$ cat src/rtl/sfq_pkg.sv
package sfq_pkg;

   // Unsigned maximum of two tags of equal width.
   function automatic logic [63:0] sfq_umax(input logic [63:0] a, input logic [63:0] b);
      return (a > b) ? a : b;
   endfunction

endpackage

$ cat src/rtl/sfq_finish_table.sv
module sfq_finish_table #(
   parameter int FLOWS = 16,
   parameter int TW    = 32,
   localparam int FW   = $clog2(FLOWS)
) (
   input  logic          clk_i,
   input  logic          rst_i,
   input  logic          we_i,
   input  logic [FW-1:0] waddr_i,
   input  logic [TW-1:0] wdata_i,
   input  logic [FW-1:0] raddr_i,
   output logic [TW-1:0] rdata_o
);

   logic [TW-1:0] fin_q [FLOWS];

   for (genvar g = 0; g < FLOWS; g++) begin : g_entry
      always_ff @(posedge clk_i) begin
         if (rst_i) begin
            fin_q[g] <= '0;
         end else if (we_i && (waddr_i == FW'(g))) begin
            fin_q[g] <= wdata_i;
         end
      end
   end

   assign rdata_o = fin_q[raddr_i];

endmodule

$ cat src/rtl/sfq_tag_math.sv
module sfq_tag_math
   import sfq_pkg::*;
#(
   parameter int TW = 32,
   parameter int LW = 16
) (
   input  logic [TW-1:0] prev_fin_i,
   input  logic [TW-1:0] vtime_i,
   input  logic [LW-1:0] len_i,
   output logic [TW-1:0] start_o,
   output logic [TW-1:0] finish_o
);

   logic [63:0] wide_max;

   always_comb begin
      wide_max = sfq_umax(64'(prev_fin_i), 64'(vtime_i));
      start_o  = wide_max[TW-1:0];
      finish_o = start_o + TW'(len_i);
   end

endmodule

$ cat src/rtl/sfq_fwd_sel.sv
module sfq_fwd_sel #(
   parameter int FLOWS = 16,
   parameter int TW    = 32,
   localparam int FW   = $clog2(FLOWS)
) (
   input  logic          pend_v_i,
   input  logic [FW-1:0] pend_flow_i,
   input  logic [TW-1:0] pend_fin_i,
   input  logic [FW-1:0] req_flow_i,
   input  logic [TW-1:0] table_fin_i,
   output logic [TW-1:0] fin_o
);

   logic hit;

   always_comb begin
      hit   = pend_v_i && (pend_flow_i == req_flow_i);
      fin_o = hit ? pend_fin_i : table_fin_i;
   end

endmodule

$ cat src/rtl/sfq_rank_calc.sv
module sfq_rank_calc #(
   parameter int FLOWS = 16,
   parameter int TW    = 32,
   parameter int LW    = 16,
   parameter int PIPE  = 0,
   localparam int FW   = $clog2(FLOWS)
) (
   input  logic          clk_i,
   input  logic          rst_i,
   input  logic          valid_i,
   input  logic [FW-1:0] flow_i,
   input  logic [LW-1:0] len_i,
   input  logic [TW-1:0] vtime_i,
   output logic          valid_o,
   output logic [TW-1:0] rank_o
);

   initial begin
      if (FLOWS < 2 || (1 << FW) != FLOWS) $error("FLOWS must be a power of two, at least 2");
      if (LW > TW)                           $error("LW must not exceed TW");
      if (TW > 64)                           $error("TW must not exceed 64");
      if (PIPE != 0 && PIPE != 1)            $error("PIPE must be 0 or 1");
   end

   logic          wr_en;
   logic [FW-1:0] wr_addr;
   logic [TW-1:0] wr_data;
   logic [TW-1:0] rd_data;

   sfq_finish_table #(.FLOWS(FLOWS), .TW(TW)) u_table (
      .clk_i   (clk_i),
      .rst_i   (rst_i),
      .we_i    (wr_en),
      .waddr_i (wr_addr),
      .wdata_i (wr_data),
      .raddr_i (flow_i),
      .rdata_o (rd_data)
   );

   if (PIPE == 0) begin : g_single
      logic [TW-1:0] start_tag;
      logic [TW-1:0] finish_tag;

      sfq_tag_math #(.TW(TW), .LW(LW)) u_math (
         .prev_fin_i (rd_data),
         .vtime_i    (vtime_i),
         .len_i      (len_i),
         .start_o    (start_tag),
         .finish_o   (finish_tag)
      );

      assign wr_en   = valid_i;
      assign wr_addr = flow_i;
      assign wr_data = finish_tag;

      always_ff @(posedge clk_i) begin
         if (rst_i) begin
            valid_o <= 1'b0;
            rank_o  <= '0;
         end else begin
            valid_o <= valid_i;
            if (valid_i) rank_o <= start_tag;
         end
      end
   end else begin : g_staged
      logic          s1_v;
      logic [FW-1:0] s1_flow;
      logic [LW-1:0] s1_len;
      logic [TW-1:0] s1_vt;
      logic [TW-1:0] s1_fin;
      logic [TW-1:0] start_tag;
      logic [TW-1:0] finish_tag;
      logic [TW-1:0] fresh_fin;

      sfq_fwd_sel #(.FLOWS(FLOWS), .TW(TW)) u_fwd (
         .pend_v_i    (s1_v),
         .pend_flow_i (s1_flow),
         .pend_fin_i  (finish_tag),
         .req_flow_i  (flow_i),
         .table_fin_i (rd_data),
         .fin_o       (fresh_fin)
      );

      always_ff @(posedge clk_i) begin
         if (rst_i) begin
            s1_v    <= 1'b0;
            s1_flow <= '0;
            s1_len  <= '0;
            s1_vt   <= '0;
            s1_fin  <= '0;
         end else begin
            s1_v <= valid_i;
            if (valid_i) begin
               s1_flow <= flow_i;
               s1_len  <= len_i;
               s1_vt   <= vtime_i;
               s1_fin  <= fresh_fin;
            end
         end
      end

      sfq_tag_math #(.TW(TW), .LW(LW)) u_math (
         .prev_fin_i (s1_fin),
         .vtime_i    (s1_vt),
         .len_i      (s1_len),
         .start_o    (start_tag),
         .finish_o   (finish_tag)
      );

      assign wr_en   = s1_v;
      assign wr_addr = s1_flow;
      assign wr_data = finish_tag;

      always_ff @(posedge clk_i) begin
         if (rst_i) begin
            valid_o <= 1'b0;
            rank_o  <= '0;
         end else begin
            valid_o <= s1_v;
            if (s1_v) rank_o <= start_tag;
         end
      end
   end

endmodule

$ cat config.mk
export PLATFORM = sky130hd
export DESIGN_NAME = sfq_rank_calc
export DESIGN_NICKNAME = d
export VERILOG_FILES = /design/src/rtl/sfq_pkg.sv /design/src/rtl/sfq_finish_table.sv /design/src/rtl/sfq_tag_math.sv /design/src/rtl/sfq_fwd_sel.sv /design/src/rtl/sfq_rank_calc.sv
export SDC_FILE = /design/constraint.sdc
export NUM_CORES = 1
export LEC_CHECK = 0
export BUFFER_PORTS_ARGS = -buffer_cell sky130_fd_sc_hd__buf_2
export CORE_MARGIN = 2
export CORE_UTILIZATION = 50
export CTS_CLUSTER_SIZE = 40
export DETAILED_ROUTE_END_ITERATION = 8
export PLACE_DENSITY = 0.75
export SYNTH_ARGS = -nofsm -noshare
export SYNTH_HDL_FRONTEND = slang
export SYNTH_SLANG_ARGS = --single-unit
$ cat constraint.sdc
create_clock -name clk_i -period 11.1 [get_ports clk_i]
set_input_delay 1.665 -clock clk_i [delete_from_list [all_inputs] [get_ports clk_i]]
set_output_delay 1.665 -clock clk_i [all_outputs]
set_load 0.01 [all_outputs]
==> flow_summary.toml, run 1 <==
[power_and_ir_drop]
leakagePower_nw = 10.9
ir_worst_vdd_uv = 127
powerDensity_nw_per_um2 = 173

[synth]
synth_top_family_by_area = "multiplexers"
synth_cell_types = 76
synth-edff-count = 512
synth_area_um2 = 25800
synth_ff_type = "edfxtp_1"
synth-compound-area-share = 0.0389
synth_fa_ha_area_frac = 0.0245
syn_nets = 1959
seq_area_frac_synth = 0.621
yosys.area_share.simple = 0.113
synthArstFlopShare = 0
syn_avg_cell_area_um2 = 13.9
synthMuxAreaShare = 0.154
synth_seq_cells = 545
synthXorXnorAreaFrac = 0.0120
syn_inst = 1854
ys_warn_count = 0

[placement]
post-place-ws_ns = 1.24
dp.cells = 2523
dp_hpwl_um = 41300
port_buffers = 87
globalplace.congestion = 0.924

[sta]
setup_viol = 0
fmax_mhz = 107
hold_viol = 0
final_max_slew_viol_count = 0
slew_headroom = 0.0808
final.setup.tns_ns = 0
clock_skew_ns = 0.0458
fin_crit_sh = 0.841
worst_slew_pin_slew_ns = 1.37
post-route-min-period_ns = 9.33
rsz0062_at_grt = "false"
fin_ws_ns = 1.77

[floorplan]
die_height_um = 231
pin_count = 88
die_x_um = 231
rows = 83
coreArea_um2 = 51200
start_util = 0.504
die_area_um2 = 53500

[clocking]
max-clock-path-buffers = 3
clockRootBuffer = "clkbuf_16"
cts_tree = "done"
post_cts_resized = 0
clk_pin_slew_ns = 0.06
clk_latency_ns = 0.63
holdBufCountCts = 0
cts.sinks = 545
post-cts-setup-buffer-count = 0
cts_made_buffers = 53
htreeDepth = 2

[grt]
grt_max_degree = 77
grt_pass1_vias = 16880
antenna_found_initial = 0
grt_use_total = 0.265
grt_overflow = 0
grt_pass1_wl_um = 104000

[worst_setup_path]
critical_path_required_ns = 11.45
worstPathMaxFanout = 76
criticalPathCategory = "in2reg"
crit_arrival_ns = 9.68
cp-start-kind = "input pin"
cp-end-kind = "flip-flop"

[route]
dr.pass1.iters = 7
totalWireLength_um = 70100
vias_per_cell = 6.31
drc = 0
postRouteAntennaNets = 0
dr.first_iter.drc_count = 2375
vias = 16524
wl_per_cell_um = 26.8

[finish]
antennaDiodeCount = 0
drive_above_1_share = 0.211
instances_no_fill = 2619
fillerInstances = 3968
layout.nets = 2003
area_growth_pct = 9.93
final_cell_mix = "537 x nor2_1, 512 x edfxtp_1, 122 x mux4_2"
final_common_cell = "nor2_1"

[min_path]
hold_class = "reg2reg"

[status]
status = "finished, final reports clean"

[run]
maxCapViolCount = 0
==> worst max-delay path, stage by stage <==
cell and delay (ns):
clkbuf_8 0.67, buf_4 0.46, mux4_1 0.61, a22oi_1 0.22
nand2_1 0.24, ha_1 0.37, nand4_1 0.09, nor4_1 0.54
nand2_1 0.19, o22ai_4 0.50, buf_4 0.62, mux2_2 0.42
ha_1 0.40, nand2_1 0.14, a21oi_1 0.06, a211oi_1 0.38
nand3_1 0.33, and2_1 0.30, mux2_2 0.31, and4_1 0.24
o311ai_4 0.70, nor2_1 0.14
==> power breakdown <==
part,switching (W),internal (W)
sequential,0.0000275,0.00234
combinational,0.000546,0.000253
clock,0.000802,0.000931
==> flip-flops by register name, indices dropped and copies added (netlist names) <==
register       cells
u_table.fin_q    512
rank_o            32
valid_o            1
==> cell usage after synthesis (3+ instances only) <==
cell / instances / area, um^2
o21ai_0: 8 / 40.0
a21o_1: 27 / 203
clkbuf_8: 6 / 82.6
nor2b_1: 7 / 43.8
clkbuf_1: 89 / 334
buf_6: 7 / 78.8
buf_2: 27 / 135
nand2_1: 49 / 184
nor3_1: 22 / 110
mux2_2: 17 / 191
nand2_2: 6 / 37.5
a21oi_1: 28 / 140
nor2_1: 537 / 2020
nand3_1: 21 / 105
nand4_1: 12 / 75.1
and3_1: 4 / 25.0
a211oi_1: 19 / 143
buf_4: 6 / 45.0
xnor2_2: 3 / 48.8
o22ai_1: 3 / 18.8
ha_1: 49 / 613
dfxtp_1: 33 / 661
o21a_1: 4 / 30.0
o211ai_1: 4 / 30.0
nor2_2: 11 / 68.8
inv_1: 41 / 154
xor2_1: 12 / 105
nor4_1: 3 / 18.8
mux2i_1: 36 / 360
buf_12: 5 / 100
or3_1: 3 / 18.8
buf_1: 3 / 11.3
edfxtp_1: 512 / 15400
a22oi_1: 27 / 203
mux4_1: 24 / 631
mux4_2: 122 / 2750
and2_1: 5 / 31.3
xnor2_1: 16 / 140
==> kinds of logic after synthesis <==
kind of cell / count (synthesis)
XOR/XNOR: 32
buffers and inverters: 185
multiplexers: 201
adder cells (fa/ha/maj): 50
AO/OA/AOI/OAI: 140
flip-flops: 545
AND/OR/NAND/NOR: 701
==> layer usage <==
layer / up-vias / part of all wire / global-route usage / wire, um
met2: 1205 / 0.47 / 0.431 / 33100
met4: 0 / 0.049 / 0.120 / 3460
met5: - / 0 / 0 / 0
met1: 8142 / 0.35 / 0.346 / 24900
li1: 6939 / - / - / -
met3: 238 / 0.12 / 0.0544 / 8660
==> layout make-up <==
| type | instances | area [um^2] | share of cell area |
|---|---|---|---|
| repair buffers | 133 | 830 | 0.0292 |
| clock inverters | 34 | 278 | 0.00978 |
| flip-flops and latches | 545 | 16000 | 0.565 |
| clock buffers | 62 | 1360 | 0.0479 |
| inverters | 41 | 154 | 0.00542 |
| well taps | 680 | 851 | 0.0300 |
| multi-input cells | 1124 | 8890 | 0.313 |
==> final timing paths <==
path                              start              endpoint  slack, ns  depth (start not counted)
setup / recovery              flow_i[0]  u_table.fin_q[3][23]       1.77                         22
hold / removal               rank_o[17]            rank_o[17]       0.49                          2
setup reg to reg  u_table.fin_q[15][27]  u_table.fin_q[3][23]       3.34                         20
hold reg to reg              rank_o[17]            rank_o[17]       0.49                          2
==> through the flow <==
step | power (W) | hold slack, ns | area [um^2] | util
after floorplan | 0.00294 | 0.505 | 25800 | -
after global placement | 0.00317 | 0.468 | 26700 | 0.522
after detailed placement | 0.00319 | 0.480 | 26700 | 0.522
after CTS | 0.00489 | 0.485 | 28400 | 0.554
after global routing | 0.00504 | 0.500 | 28400 | 0.555
final | 0.00490 | 0.485 | 28400 | 0.555
Power figures use the tool's default switching activity.
==> run 2, diff against run 1 <==
ABC_AREA = 1   (was unset)
PLACE_DENSITY = 0.78   (was 0.75)
clock period = 8.4 ns   (was 11.1 ns; I/O delays follow)
==> flow_summary.toml, run 2 <==
[status]
status = "finished, final reports clean"

[clocking]
post_cts_resized = 0
clk_pin_slew_ns = 0.07
holdBufCountCts = 0
cts_made_buffers = 51
htreeDepth = 2
clockRootBuffer = "clkbuf_16"
cts_tree = "done"
cts.sinks = 545
max-clock-path-buffers = 3
post-cts-setup-buffer-count = 0
clk_latency_ns = 0.63

[sta]
final_max_slew_viol_count = 0
worst_slew_pin_slew_ns = 1.34
fin_crit_sh = 0.930
slew_headroom = 0.105
setup_viol = 0
final.setup.tns_ns = 0
rsz0062_at_grt = "false"
hold_viol = 0
hold_slack_ns = 0.483
post-route-min-period_ns = 7.81
fmax_mhz = 128
clock_skew_ns = 0.0399
fin_ws_ns = 0.592

[finish]
post-route-util = 0.561
final_common_cell = "nor2_1"
reg_top3 = "u_table.fin_q: 512 flops, rank_o: 32 flops, valid_o: 1 flops"
largest-register = "u_table.fin_q"
layout.nets = 2444
antennaDiodeCount = 0
largest_reg_flops = 512
fillerInstances = 4005
final_cell_mix = "546 x nor2_1, 512 x edfxtp_1, 254 x a22oi_1"
drive_above_1_share = 0.153
instances_no_fill = 3050
area_growth_pct = 11.1

[synth]
synth_area_um2 = 25200
synth_seq_cells = 545
syn_nets = 2411
yosysMostFrequentCell = "nor2_1"
yosys-top-cells-count = "551 x nor2_1, 512 x edfxtp_1, 254 x a22oi_1, 254 x nand2_1, 104 x inv_1"
ys_warn_count = 0
syn_inst = 2306
synth_cell_types = 49
syn_avg_cell_area_um2 = 10.9
yosysTopAreaCellShare = 0.609
ys_top_cells_by_area = "edfxtp_1 61%, nor2_1 8.2%, a22oi_1 7.6%"
synth_ff_type = "edfxtp_1"
synth_area_leader_cell = "edfxtp_1"
synth-edff-count = 512
seq_area_frac_synth = 0.636
synthArstFlopShare = 0

[run]
maxCapViolCount = 0

[placement]
globalplace.congestion = 0.896
port_buffers = 87
dp.cells = 2958
dp_hpwl_um = 44500
post-place-ws_ns = 0.0428

[power_and_ir_drop]
powerDensity_nw_per_um2 = 232
leakagePower_nw = 10.9
ir_worst_vdd_uv = 144

[floorplan]
rows = 82
start_util = 0.505
die_x_um = 229
die_area_um2 = 52300
coreArea_um2 = 50000
pin_count = 88
die_height_um = 229

[worst_setup_path]
cp-end-kind = "flip-flop"
crit_arrival_ns = 8.15
worstPathMaxFanout = 75
cp-start-kind = "input pin"
criticalPathCategory = "in2reg"
critical_path_required_ns = 8.74

[grt]
grt_use_total = 0.283
grt_pass1_vias = 18635
antenna_found_initial = 0
grt_overflow = 0
grt_max_degree = 103
grt_pass1_wl_um = 111000

[route]
vias = 19052
dr.pass1.iters = 9
totalWireLength_um = 75700
postRouteAntennaNets = 0
dr.first_iter.drc_count = 2922
vias_per_cell = 6.25
drc = 0
wl_per_cell_um = 24.8

[min_path]
hold_class = "reg2reg"
run 2: kinds of logic (layout without fill, tap and decap cells):
kind of cell,Yosys count,after routing,share of synthesized area
compound gates,445,445,0.117
fa+ha+maj,50,50,0.0251
buf+inv,289,361,0.0520
flops,545,545,0.636
xor+xnor,24,24,0.0121
simple gates,953,953,0.158
run 2: critical path: stages:
cell and delay, ns:
buf_2 0.15, nand2_1 0.21, inv_4 0.36, buf_4 0.33, a22oi_1 0.18, a21oi_1 0.08, or4_1 0.66, ha_1 0.35
nand2_1 0.07, nor3_1 0.63, nand3_4 0.21, nand2_4 0.29, inv_2 0.25, o21ai_1 0.27, inv_2 0.07, fa_1 0.42
o21ai_1 0.23, a21boi_1 0.15, o21ai_1 0.22, a21oi_1 0.17, o21ai_1 0.40, nand2_2 0.16, nor2_8 0.20, nand2_4 0.08
xor2_4 0.53, nor2_1 0.09
run 2: power by group:
part | internal, W | switching, W
Clock | 0.00125 | 0.00103
Sequential | 0.00310 | 0.0000410
Combinational | 0.000279 | 0.000812
run 2: worst paths after layout:
path / startpoint / end / slack [ns] / cells past startpoint
setup reg to reg: u_table.fin_q[0][6] / u_table.fin_q[13][26] / 1.81 / 22
hold reg to reg: rank_o[29] / rank_o[29] / 0.48 / 2
hold / removal: rank_o[29] / rank_o[29] / 0.48 / 2
setup / recovery: flow_i[0] / u_table.fin_q[13][26] / 0.59 / 26
run 2: stage by stage:
stage | area [um^2] | total power, W
floorplan | 25200 | 0.00387
global placement | 26400 | 0.00422
detailed placement | 26400 | 0.00425
CTS | 28000 | 0.00647
global route | 28000 | 0.00668
finish | 28000 | 0.00651
run 2: area by class of cell:
| type | count | area (um^2) | area share |
|---|---|---|---|
| clock buffer | 64 | 1330 | 0.0473 |
| clock inverter | 28 | 295 | 0.0105 |
| inverter | 118 | 445 | 0.0159 |
| multi-input combinational | 1472 | 8130 | 0.290 |
| sequential | 545 | 16000 | 0.572 |
| tap | 672 | 841 | 0.0300 |
| timing repair buffer | 151 | 953 | 0.0340 |
run 2: metal layers:
layer	vias to the layer above	wire, um	GRT usage
li1	8153	-	-
met1	9074	26300	0.359
met2	1526	35600	0.470
met3	299	9930	0.0534
met4	0	3820	0.138
met5	-	0	0
